**src/rtl/decade_split_pkg.sv**
```systemverilog
package decade_split_pkg;
  typedef enum logic [1:0] {
    OP_COUNT = 2'd0,
    OP_CLEAR = 2'd1,
    OP_NINE  = 2'd2
  } ctl_op_t;
endpackage

```
**src/rtl/ctl_decode.sv**
```systemverilog
module ctl_decode
  import decade_split_pkg::*;
(
  input  logic    clr_a_i,
  input  logic    clr_b_i,
  input  logic    nine_a_i,
  input  logic    nine_b_i,
  output ctl_op_t op_o
);
  logic clr_hit, nine_hit;
  assign clr_hit  = clr_a_i & clr_b_i;
  assign nine_hit = nine_a_i & nine_b_i;

  always_comb begin
    if (nine_hit)      op_o = OP_NINE;
    else if (clr_hit)  op_o = OP_CLEAR;
    else               op_o = OP_COUNT;
  end
endmodule

```
**src/rtl/fall_detect.sv**
```systemverilog
module fall_detect #(
  parameter int N = 2
) (
  input  logic         clk,
  input  logic         rst_n,
  input  logic [N-1:0] level_i,
  output logic [N-1:0] fall_o
);
  logic [N-1:0] hist_q;

  for (genvar g = 0; g < N; g++) begin : g_ch
    always_ff @(posedge clk) begin
      if (!rst_n) hist_q[g] <= 1'b0;
      else        hist_q[g] <= level_i[g];
    end
    assign fall_o[g] = hist_q[g] & ~level_i[g];
  end
endmodule

```
**src/rtl/mod_stage.sv**
```systemverilog
module mod_stage
  import decade_split_pkg::*;
#(
  parameter int MOD    = 5,
  parameter int W      = (MOD > 2) ? $clog2(MOD) : 1,
  parameter int PRESET = MOD - 1
) (
  input  logic         clk,
  input  logic         rst_n,
  input  ctl_op_t      op_i,
  input  logic         step_i,
  output logic [W-1:0] cnt_o
);
  localparam logic [W-1:0] LAST = W'(MOD - 1);
  localparam logic [W-1:0] PSET = W'(PRESET);

  logic [W-1:0] cnt_q, cnt_d;

  always_comb begin
    cnt_d = cnt_q;
    unique case (op_i)
      OP_NINE:  cnt_d = PSET;
      OP_CLEAR: cnt_d = '0;
      default: begin
        if (step_i) cnt_d = (cnt_q >= LAST) ? '0 : cnt_q + W'(1);
      end
    endcase
  end

  always_ff @(posedge clk) begin
    if (!rst_n) cnt_q <= '0;
    else        cnt_q <= cnt_d;
  end

  assign cnt_o = cnt_q;
endmodule

```
**src/rtl/decade_split_ctr.sv**
```systemverilog
module decade_split_ctr
  import decade_split_pkg::*;
#(
  parameter int HI_MOD = 5
) (
  input  logic                   clk,
  input  logic                   rst_n,
  input  logic                   cnt_a_i,
  input  logic                   cnt_b_i,
  input  logic                   clr_a_i,
  input  logic                   clr_b_i,
  input  logic                   nine_a_i,
  input  logic                   nine_b_i,
  output logic [$clog2(HI_MOD):0] q_o
);
  localparam int HI_W = $clog2(HI_MOD);

  ctl_op_t    op;
  logic [1:0] fall;
  logic [0:0] lo_cnt;
  logic [HI_W-1:0] hi_cnt;

  ctl_decode u_ctl (
    .clr_a_i (clr_a_i),
    .clr_b_i (clr_b_i),
    .nine_a_i(nine_a_i),
    .nine_b_i(nine_b_i),
    .op_o    (op)
  );

  fall_detect #(.N(2)) u_fall (
    .clk    (clk),
    .rst_n  (rst_n),
    .level_i({cnt_b_i, cnt_a_i}),
    .fall_o (fall)
  );

  mod_stage #(.MOD(2), .W(1), .PRESET(1)) u_lo (
    .clk   (clk),
    .rst_n (rst_n),
    .op_i  (op),
    .step_i(fall[0]),
    .cnt_o (lo_cnt)
  );

  mod_stage #(.MOD(HI_MOD), .W(HI_W), .PRESET(HI_MOD - 1)) u_hi (
    .clk   (clk),
    .rst_n (rst_n),
    .op_i  (op),
    .step_i(fall[1]),
    .cnt_o (hi_cnt)
  );

  assign q_o = {hi_cnt, lo_cnt};
endmodule

```
**config.mk**
```make
export PLATFORM = sky130hd
export DESIGN_NAME = decade_split_ctr
export DESIGN_NICKNAME = d
export VERILOG_FILES = /design/src/rtl/decade_split_pkg.sv /design/src/rtl/ctl_decode.sv /design/src/rtl/fall_detect.sv /design/src/rtl/mod_stage.sv /design/src/rtl/decade_split_ctr.sv
export SDC_FILE = /design/constraint.sdc
export NUM_CORES = 1
export LEC_CHECK = 0
export BUFFER_PORTS_ARGS = -buffer_cell sky130_fd_sc_hd__buf_2
export CORE_AREA = 2 2 39 41
export CTS_BUF_LIST = sky130_fd_sc_hd__clkbuf_2
export CTS_CLUSTER_DIAMETER = 200
export DETAILED_ROUTE_END_ITERATION = 8
export DIE_AREA = 0 0 41 43
export PLACE_DENSITY = 0.41
export SLEW_MARGIN = 30
export SYNTH_ARGS = -nofsm -noshare
export SYNTH_HDL_FRONTEND = slang
export SYNTH_SLANG_ARGS = --single-unit
```
**constraint.sdc**
```tcl
create_clock -name clk -period 2 [get_ports clk]
set_input_delay 0.1 -clock clk [delete_from_list [all_inputs] [get_ports clk]]
set_output_delay 0.1 -clock clk [all_outputs]
set_load 0.02 [all_outputs]
```
==> results of run 1 <==
==> cell usage after synthesis <==
master    n  area share
dfxtp_1   6        0.43
nand2_1   3       0.040
nor2_1    3       0.040
a21oi_1   2       0.036
and2_1    2       0.045
ha_1      2       0.090
inv_1     2       0.027
nand3_1   2       0.036
and4bb_1  1       0.045
buf_4     1       0.027
mux2i_1   1       0.036
nand2b_1  1       0.022
nor2b_1   1       0.022
nor4bb_1  1       0.036
o21ai_0   1       0.018
o21ai_1   1       0.018
xnor2_1   1       0.031
==> worst paths after layout <==
check	slack (ns)	end	start
min	0.1	u_fall.hist_q[0]$_SDFF_PN0_	cnt_a_i
max	0.81	u_hi.cnt_o[1]$_SDFFE_PN0P_	u_hi.cnt_o[0]$_SDFFE_PN0P_
max reg2reg	0.81	u_hi.cnt_o[1]$_SDFFE_PN0P_	u_hi.cnt_o[0]$_SDFFE_PN0P_
min reg2reg	0.54	u_hi.cnt_o[1]$_SDFFE_PN0P_	u_hi.cnt_o[1]$_SDFFE_PN0P_
==> cell families after synthesis <==
logic type,count (synthesis),share of synthesized area
compound gates,4,0.0717
xor+xnor,1,0.0314
fa+ha+maj,2,0.0897
buf+inv,3,0.0538
flops,6,0.431
mux,1,0.0359
simple gates,14,0.287
==> worst register-to-register path, cell delays in order (launching register included) <==
cell      delay [ns]
dfxtp_1         0.39
inv_1           0.06
ha_1            0.28
and4bb_1        0.20
a21oi_1         0.11
nor2_1          0.05
==> through the flow <==
stage / instance area [um2] / cells / worst slack [ns] / util / power [mW]
3_3_place_gp: 347 / 57 / 0.821 / 0.250 / 0.165
4_1_cts: 362 / 60 / 0.786 / 0.261 / 0.255
3_5_place_dp: 347 / 57 / 0.797 / 0.250 / 0.166
6_report: 362 / 60 / 0.807 / 0.261 / 0.248
2_1_floorplan: 279 / 31 / 0.737 / - / 0.153
5_1_grt: 362 / 60 / 0.706 / 0.261 / 0.268
==> state kept, by name, summed over array words and instances (netlist names) <==
signal,count
u_hi.cnt_o,3
u_fall.hist_q,2
u_lo.cnt_o,1
==> cell type report <==
cell class / instances / area (um2) / share of cell area
Clock buffer: 3 / 15.0 / 0.0415
Inverter: 2 / 7.51 / 0.0208
Multi-Input combinational cell: 22 / 144 / 0.398
Sequential cell: 6 / 120 / 0.332
Tap cell: 16 / 20.0 / 0.0554
Timing Repair Buffer: 11 / 55.1 / 0.152
==> cells in the final DEF (no fill, tap or decap), types with 2 or more instances in the layout <==
master / n
buf_2: 11
dfxtp_1: 6
nand2_1: 3
nor2_1: 3
clkbuf_2: 3
inv_1: 2
nand3_1: 2
a21oi_1: 2
and2_1: 2
ha_1: 2
==> report_power, final <==
part | leakage, nW | total [mW] | internal [mW] | switching (mW)
Clock | 0.0125 | 0.0854 | 0.0407 | 0.0447
Combinational | 0.114 | 0.0325 | 0.0157 | 0.0168
Sequential | 0.0494 | 0.130 | 0.126 | 0.00405
==> metal layers <==
metal / vias to the layer above / routed length (um) / part of all wire
li1: 127 / - / -
met1: 99 / 274 / 0.53
met2: 10 / 204 / 0.39
met3: 0 / 41 / 0.079
met4: 0 / 0 / 0
met5: - / 0 / 0
==> results.cfg, run 1 <==
[route]
drt_iter0_drc = 3
vias_per_cell = 3.93
vias = 236
routedWlPerCell_um = 8.67
dr.pass1.iters = 3
drcViolationCount = 0
finalWirelength_um = 520
ant_nets = 0

[global_routing]
track_usage = 0.0812
grt_pass1_vias = 226
antenna_found_initial = 0
use_met2 = 0.0750
grt_pass1_wl_um = 869
met3_usage = 0.0471
grt_overflow = 0
grt_max_degree = 6
met1_usage = 0.105
top_usage_layer = met1

[power_and_ir_drop]
p_leak_nw = 0.175
p_per_area_nw_per_um2 = 685
vdd_drop_max_mv = 0.266

[critical_path]
critPathBufInv = 1
arrival_ns = 1.32
slowest_delay_ns = 0.39
worstSetupPathType = reg -> reg
worst_setup_path_start_kind = flip-flop
slowest_stage = dfxtp_1
r2r_cells = 5
critPathMaxFanout = 5
end_kind = flip-flop
crit_chain = inv_1 -> ha_1 -> and4bb_1 -> a21oi_1 -> nor2_1
cp_num_cells = 5
crit_family = flip-flops
cp.required_ns = 2.12

[floorplanning]
fp-row-count = 14
io_pins = 12
coreArea_um2 = 1380
start_util = 0.202
die_area_um2 = 1760
die_x_um = 41
die_height_um = 43

[yosys]
yosysWarnings = 0
synth.distinct_cells = 17
synth_nets = 41
yosys_register_bits = 6
synth.avg_cell_area_um2 = 9.00
seq_area_frac_synth = 0.430
syn_area_um2 = 279
syn_inst = 31

[clock_tree]
cts_tree = done
ctsResizeCount = 0
ctsHoldBuffers = 0
postCtsSetupBuffers = 0
cts-root-buf = clkbuf_2
clkLatencyLatePin_ns = 0.22
cts_buffers = 3
htree_levels = 1
path_clk_slew_ns = 0.07
cts.path.max_buffers = 2
clock-sinks = 6

[flow_run]
cap_violations = 0

[cells_and_area]
layout.nets = 56
fillerInstances = 152
antenna_cells = 0
area.growth.synth_to_final_pct = 29.6
drive_above_1_share = 0.318

[timing]
period_share = 0.597
min_period_ns = 1.19
skew_ns = 0.00810
clock.fmax_mhz = 838
fin_tns_setup_ns = 0
worstMarginPinSlew_ns = 0.241
holdWs_ns = 0.0987
slew_headroom = 0.837
rsz0062_at_grt = no
setup_viol = 0
finalHoldViolations = 0
drv_slew = 0

[min_path]
hp-class = in -> reg
holdPathStages = 2

[placed_design]
port_buffers = 11
gp_congestion = 0.570

[outcome]
status = finished clean
(Power assumes the default switching activity.)
==> run 2, diff against run 1 <==
- clock period: 2 -> 1.2 ns (I/O delays scaled with it)
==> results.cfg, run 2 (synthesis results as in run 1) <==
[min_path]
holdPathStages = 2
holdPathEnd = u_fall.hist_q[0]$_SDFF_PN0_
hp-class = in -> reg
holdCritStartpoint = cnt_a_i

[timing]
period_share = 0.927
worstMarginPinSlew_ns = 0.203
clock.fmax_mhz = 899
finalHoldViolations = 0
holdWs_ns = 0.0571
slew_headroom = 0.863
min_period_ns = 1.11
drv_slew = 0
skew_ns = 0.00261
setup_viol = 0
fin_ws_ns = 0.0879

[critical_path]
critPathMaxFanout = 4
rrSetupSlack_ns = 0.09
rr_startpoint = u_hi.cnt_o[1]$_SDFFE_PN0P_
worstSetupPathType = reg -> reg
worst_setup_path_start_kind = flip-flop
r2r-end = u_hi.cnt_o[1]$_SDFFE_PN0P_
end_kind = flip-flop
r2r_cells = 5
cp.required_ns = 1.31
arrival_ns = 1.22

[power_and_ir_drop]
vdd_drop_max_mv = 0.314
p_leak_nw = 0.179
pwr-share-seq = 0.530
internal-power_mw = 0.305
p_per_area_nw_per_um2 = 1080
switchingPower_mw = 0.104
pwr-share-clk = 0.331
p_comb_frac = 0.139
sw_frac_of_total = 0.254

[cells_and_area]
layout.nets = 57
area.growth.synth_to_final_pct = 36.3
antenna_cells = 0
final_cell_mix = 11 x buf_2, 4 x dfxtp_1, 3 x nand2_1, 3 x nor2_1, 3 x clkbuf_2
postLayoutCellArea_um2 = 380
final_cell_count_no_fill = 61
final_core_util = 0.275
final_common_cell = buf_2
drive_above_1_share = 0.422
regArea_um2 = 123
fillerInstances = 156
largest_reg_flops = 3
multi_input_area_um2 = 153

[global_routing]
grt_pass1_wl_um = 834
grt_pass1_vias = 215
grt_overflow = 0
grt_max_degree = 6
track_usage = 0.0793
antenna_found_initial = 0

[placed_design]
place_ws_ns = 0.102
hpwl_um = 430
port_buffers = 11
gp_congestion = 0.592
dpl.cell_count = 58
dpl_cell_area_um2 = 357

[clock_tree]
clock-sinks = 6
cts_tree = done
path_clk_slew_ns = 0.06
cts_buffers = 3
ctsHoldBuffers = 0
htree_levels = 1
cts-root-buf = clkbuf_2
cts.path.max_buffers = 2
clkLatencyLatePin_ns = 0.22

[floorplanning]
die_height_um = 43
coreArea_um2 = 1380
io_pins = 12
die_area_um2 = 1760
die_x_um = 41
fp-row-count = 14
start_util = 0.202

[route]
vias_per_cell = 4.10
ant_nets = 0
routedWlPerCell_um = 9.26
finalWirelength_um = 565
drt_iter0_drc = 1
dr.pass1.iters = 2
drcViolationCount = 0
vias = 250

[flow_run]
cap_violations = 0

[outcome]
status = finished clean
run 2: changes by cell type in the layout (fill, tap and decap cells not counted), sizes merged:
cell,previous run,this run
buf,11,12
run 2: layer usage:
layer,global-route usage,vias to the layer above,share of wire
met5,0,-,0
met4,0.120,0,0.018
met3,0.0157,2,0.092
met2,0.0813,11,0.44
met1,0.103,108,0.45
li1,-,129,-
run 2: critical path: stages (launching register included):
cell and delay, ns:
dfxtp_2 0.35, inv_1 0.05, ha_1 0.26, and4bb_1 0.20, a21oi_1 0.11, nor2_1 0.05
run 2: worst max path at each step:
stage,end,from,depth (start not counted),slack (ns)
after floorplan,u_hi.cnt_o[1]$_SDFFE_PN0P_,u_hi.cnt_o[0]$_SDFFE_PN0P_,5,0.03
after global placement,u_hi.cnt_o[2]$_SDFFE_PN0P_,u_hi.cnt_o[0]$_SDFFE_PN0P_,5,0.09
after global routing,u_hi.cnt_o[2]$_SDFFE_PN0P_,u_hi.cnt_o[0]$_SDFFE_PN0P_,5,-0.001
after detailed placement,u_hi.cnt_o[1]$_SDFFE_PN0P_,u_hi.cnt_o[1]$_SDFFE_PN0P_,5,0.10
after CTS,u_hi.cnt_o[2]$_SDFFE_PN0P_,u_hi.cnt_o[0]$_SDFFE_PN0P_,5,0.09
final,u_hi.cnt_o[1]$_SDFFE_PN0P_,u_hi.cnt_o[1]$_SDFFE_PN0P_,5,0.09
run 2: area by class of cell:
class | count | area share
Multi-Input combinational cell | 22 | 0.401
Sequential cell | 6 | 0.322
Timing Repair Buffer | 12 | 0.164
Tap cell | 16 | 0.0526
Clock buffer | 3 | 0.0395
Inverter | 2 | 0.0197
run 2: through the flow:
step           setup TNS (ns)  power [mW]
3_5_place_dp                0       0.278
2_1_floorplan               0       0.255
6_report                    0       0.409
3_3_place_gp                0       0.278
4_1_cts                     0       0.421
5_1_grt              -0.00150       0.440
run 2: power groups by stage:
stage / clock network [mW] / logic, mW / registers, mW
after floorplan: 0 / 0.0310 / 0.224
after global placement: 0 / 0.0574 / 0.221
after detailed placement: 0 / 0.0569 / 0.221
after CTS: 0.147 / 0.0571 / 0.217
after global routing: 0.156 / 0.0651 / 0.218
final: 0.136 / 0.0570 / 0.217
run 2: what timing repair did:
action,CTS,global route
endpoints found under the setup margin,0,1
resized for setup,0,2
buffers inserted,0,0
hold endpoints to repair,0,0
==> run 3, diff against run 2 <==
- ABC_AREA: unset -> 1
- PLACE_DENSITY: 0.41 -> unset
- PLACE_DENSITY_LB_ADDON: unset -> 0.2
==> results.cfg, run 3 <==
[outcome]
status = finished clean

[critical_path]
arrival_ns = 1.20
rrSetupSlack_ns = 0.15
worst_setup_path_start_kind = flip-flop
worstSetupPathType = reg -> reg
end_kind = flip-flop
r2r_cells = 6
cp.required_ns = 1.35
critPathMaxFanout = 5
rr_startpoint = u_hi.cnt_o[0]$_SDFFE_PN0P_
r2r-end = u_hi.cnt_o[1]$_SDFFE_PN0P_

[clock_tree]
path_clk_slew_ns = 0.06
cts_tree = done
cts-root-buf = clkbuf_2
postCtsSetupBuffers = 0
ctsHoldBuffers = 0
clock-sinks = 6
cts.path.max_buffers = 2
ctsResizeCount = 0
htree_levels = 1
clkLatencyLatePin_ns = 0.21
cts_buffers = 3

[global_routing]
grt_pass1_wl_um = 903
grt_max_degree = 6
antenna_found_initial = 0
grt_pass1_vias = 261
grt_overflow = 0
track_usage = 0.0784

[min_path]
holdCritStartpoint = cnt_a_i
holdPathStages = 3
holdPathEnd = u_fall.hist_q[0]$_SDFF_PN0_
hp-class = in -> reg

[yosys]
synth-main-ff-cell = dfxtp_1
synth_largest_area_cell = dfxtp_1
synth_commonest_cells = 18 x nand2_1, 10 x inv_1, 6 x dfxtp_1
synth.distinct_cells = 11
ys_top_cells_by_area = dfxtp_1 38%, nand2_1 22%, inv_1 12%
yosys_register_bits = 6
syn_inst = 48
yosysWarnings = 0
synth_top_area_frac = 0.382
yosysMostFrequentCell = nand2_1
synthArstFlopShare = 0
syn_area_um2 = 314
synth_enable_flop_cells = 0
seq_area_frac_synth = 0.382
synth_nets = 58
synth.avg_cell_area_um2 = 6.54

[floorplanning]
die_area_um2 = 1760
die_height_um = 43
coreArea_um2 = 1380
fp-row-count = 14
start_util = 0.227
die_x_um = 41
io_pins = 12

[power_and_ir_drop]
pwr-share-clk = 0.324
switchingPower_mw = 0.113
p_leak_nw = 0.223
p_per_area_nw_per_um2 = 1050
finalPower_mw = 0.418
sw_frac_of_total = 0.272
p_comb_frac = 0.157
vdd_drop_max_mv = 0.209
internal-power_mw = 0.304
pwr-share-seq = 0.519

[cells_and_area]
largest_reg_flops = 3
final_cell_mix = 18 x nand2_1, 11 x buf_2, 10 x inv_1
fillerInstances = 161
drive_above_1_share = 0.279
final_common_cell = nand2_1
area.growth.synth_to_final_pct = 26.3
layout.nets = 73
antenna_cells = 0

[timing]
skew_ns = 0.00257
rsz0062_at_grt = no
setup_viol = 0
drv_slew = 0
period_share = 0.876
slew_headroom = 0.901
fin_tns_setup_ns = 0
worstMarginPinSlew_ns = 0.148
clock.fmax_mhz = 952
min_period_ns = 1.05
finalHoldViolations = 0

[route]
vias_per_cell = 3.79
drcViolationCount = 0
routedWlPerCell_um = 7.05
ant_nets = 0
vias = 292
drt_iter0_drc = 4
finalWirelength_um = 543
dr.pass1.iters = 2

[placed_design]
gp_congestion = 0.638
port_buffers = 11
hpwl_um = 461

[flow_run]
cap_violations = 0
run 3: changes by cell type after synthesis, moves of 2 or more:
cell / change
nand3_1: +2
inv_1: +8
nand2_1: +15
and2_1: -2
run 3: metrics by stage:
stage / cell area (um2) / worst slack [ns] / hold WS (ns) / util / cells
floorplan: 314 / 0.0698 / 0.153 / - / 48
global placement: 382 / 0.162 / 0.261 / 0.276 / 74
detailed placement: 382 / 0.158 / 0.261 / 0.276 / 74
CTS: 397 / 0.140 / 0.0277 / 0.287 / 77
global route: 397 / 0.0126 / 0.0557 / 0.287 / 77
finish: 397 / 0.149 / 0.0411 / 0.287 / 77
run 3: area by class of cell:
class                   count  area (um2)  area share
clock buffers               3        15.0      0.0379
well taps                  16        20.0      0.0505
multi-input cells          30         145       0.366
flip-flops and latches      6         120       0.303
inverters                  11        41.3       0.104
repair buffers             11        55.1       0.139
run 3: critical path: stages, from the launching register on:
cell and delay, ns:
dfxtp_1 0.38, inv_1 0.06, ha_1 0.27, inv_1 0.03, nor2_1 0.07, nand2_1 0.06, a21oi_1 0.11
run 3: metal layers:
metal / track usage / part of all wire / vias to the layer above / wire length (um)
met4: 0.0600 / 0 / 0 / 0
met1: 0.0871 / 0.46 / 121 / 250
met2: 0.113 / 0.50 / 6 / 269
li1: - / - / 165 / -
met3: 0.0314 / 0.042 / 0 / 23
met5: 0 / 0 / - / 0
run 3: power groups by stage:
| stage | sequential, mW | clock [mW] | combinational [mW] |
|---|---|---|---|
| after global routing | 0.218 | 0.153 | 0.0755 |
| final | 0.217 | 0.135 | 0.0654 |
| after detailed placement | 0.221 | 0 | 0.0664 |
| after floorplan | 0.225 | 0 | 0.0375 |
| after CTS | 0.217 | 0.145 | 0.0668 |
| after global placement | 0.222 | 0 | 0.0663 |
run 3: logic make-up (layout without fill, tap and decap cells):
family,after synthesis,after routing,synth area share
buffers and inverters,12,25,0.155
DFF,6,6,0.382
and+or+nand+nor,25,25,0.323
adders and majority gates,2,2,0.0797
AOI/OAI and AO/OA,3,3,0.0598
run 3: how the worst max path moves through the flow:
stage                                     from                          to  slack, ns  cells past startpoint
floorplan           u_hi.cnt_o[0]$_SDFFE_PN0P_  u_hi.cnt_o[1]$_SDFFE_PN0P_       0.07                      6
global placement    u_hi.cnt_o[0]$_SDFFE_PN0P_  u_hi.cnt_o[1]$_SDFFE_PN0P_       0.16                      6
detailed placement  u_hi.cnt_o[0]$_SDFFE_PN0P_  u_hi.cnt_o[1]$_SDFFE_PN0P_       0.16                      6
CTS                 u_hi.cnt_o[0]$_SDFFE_PN0P_  u_hi.cnt_o[1]$_SDFFE_PN0P_       0.14                      6
global route        u_hi.cnt_o[0]$_SDFFE_PN0P_  u_hi.cnt_o[1]$_SDFFE_PN0P_       0.01                      6
finish              u_hi.cnt_o[0]$_SDFFE_PN0P_  u_hi.cnt_o[1]$_SDFFE_PN0P_       0.15                      6
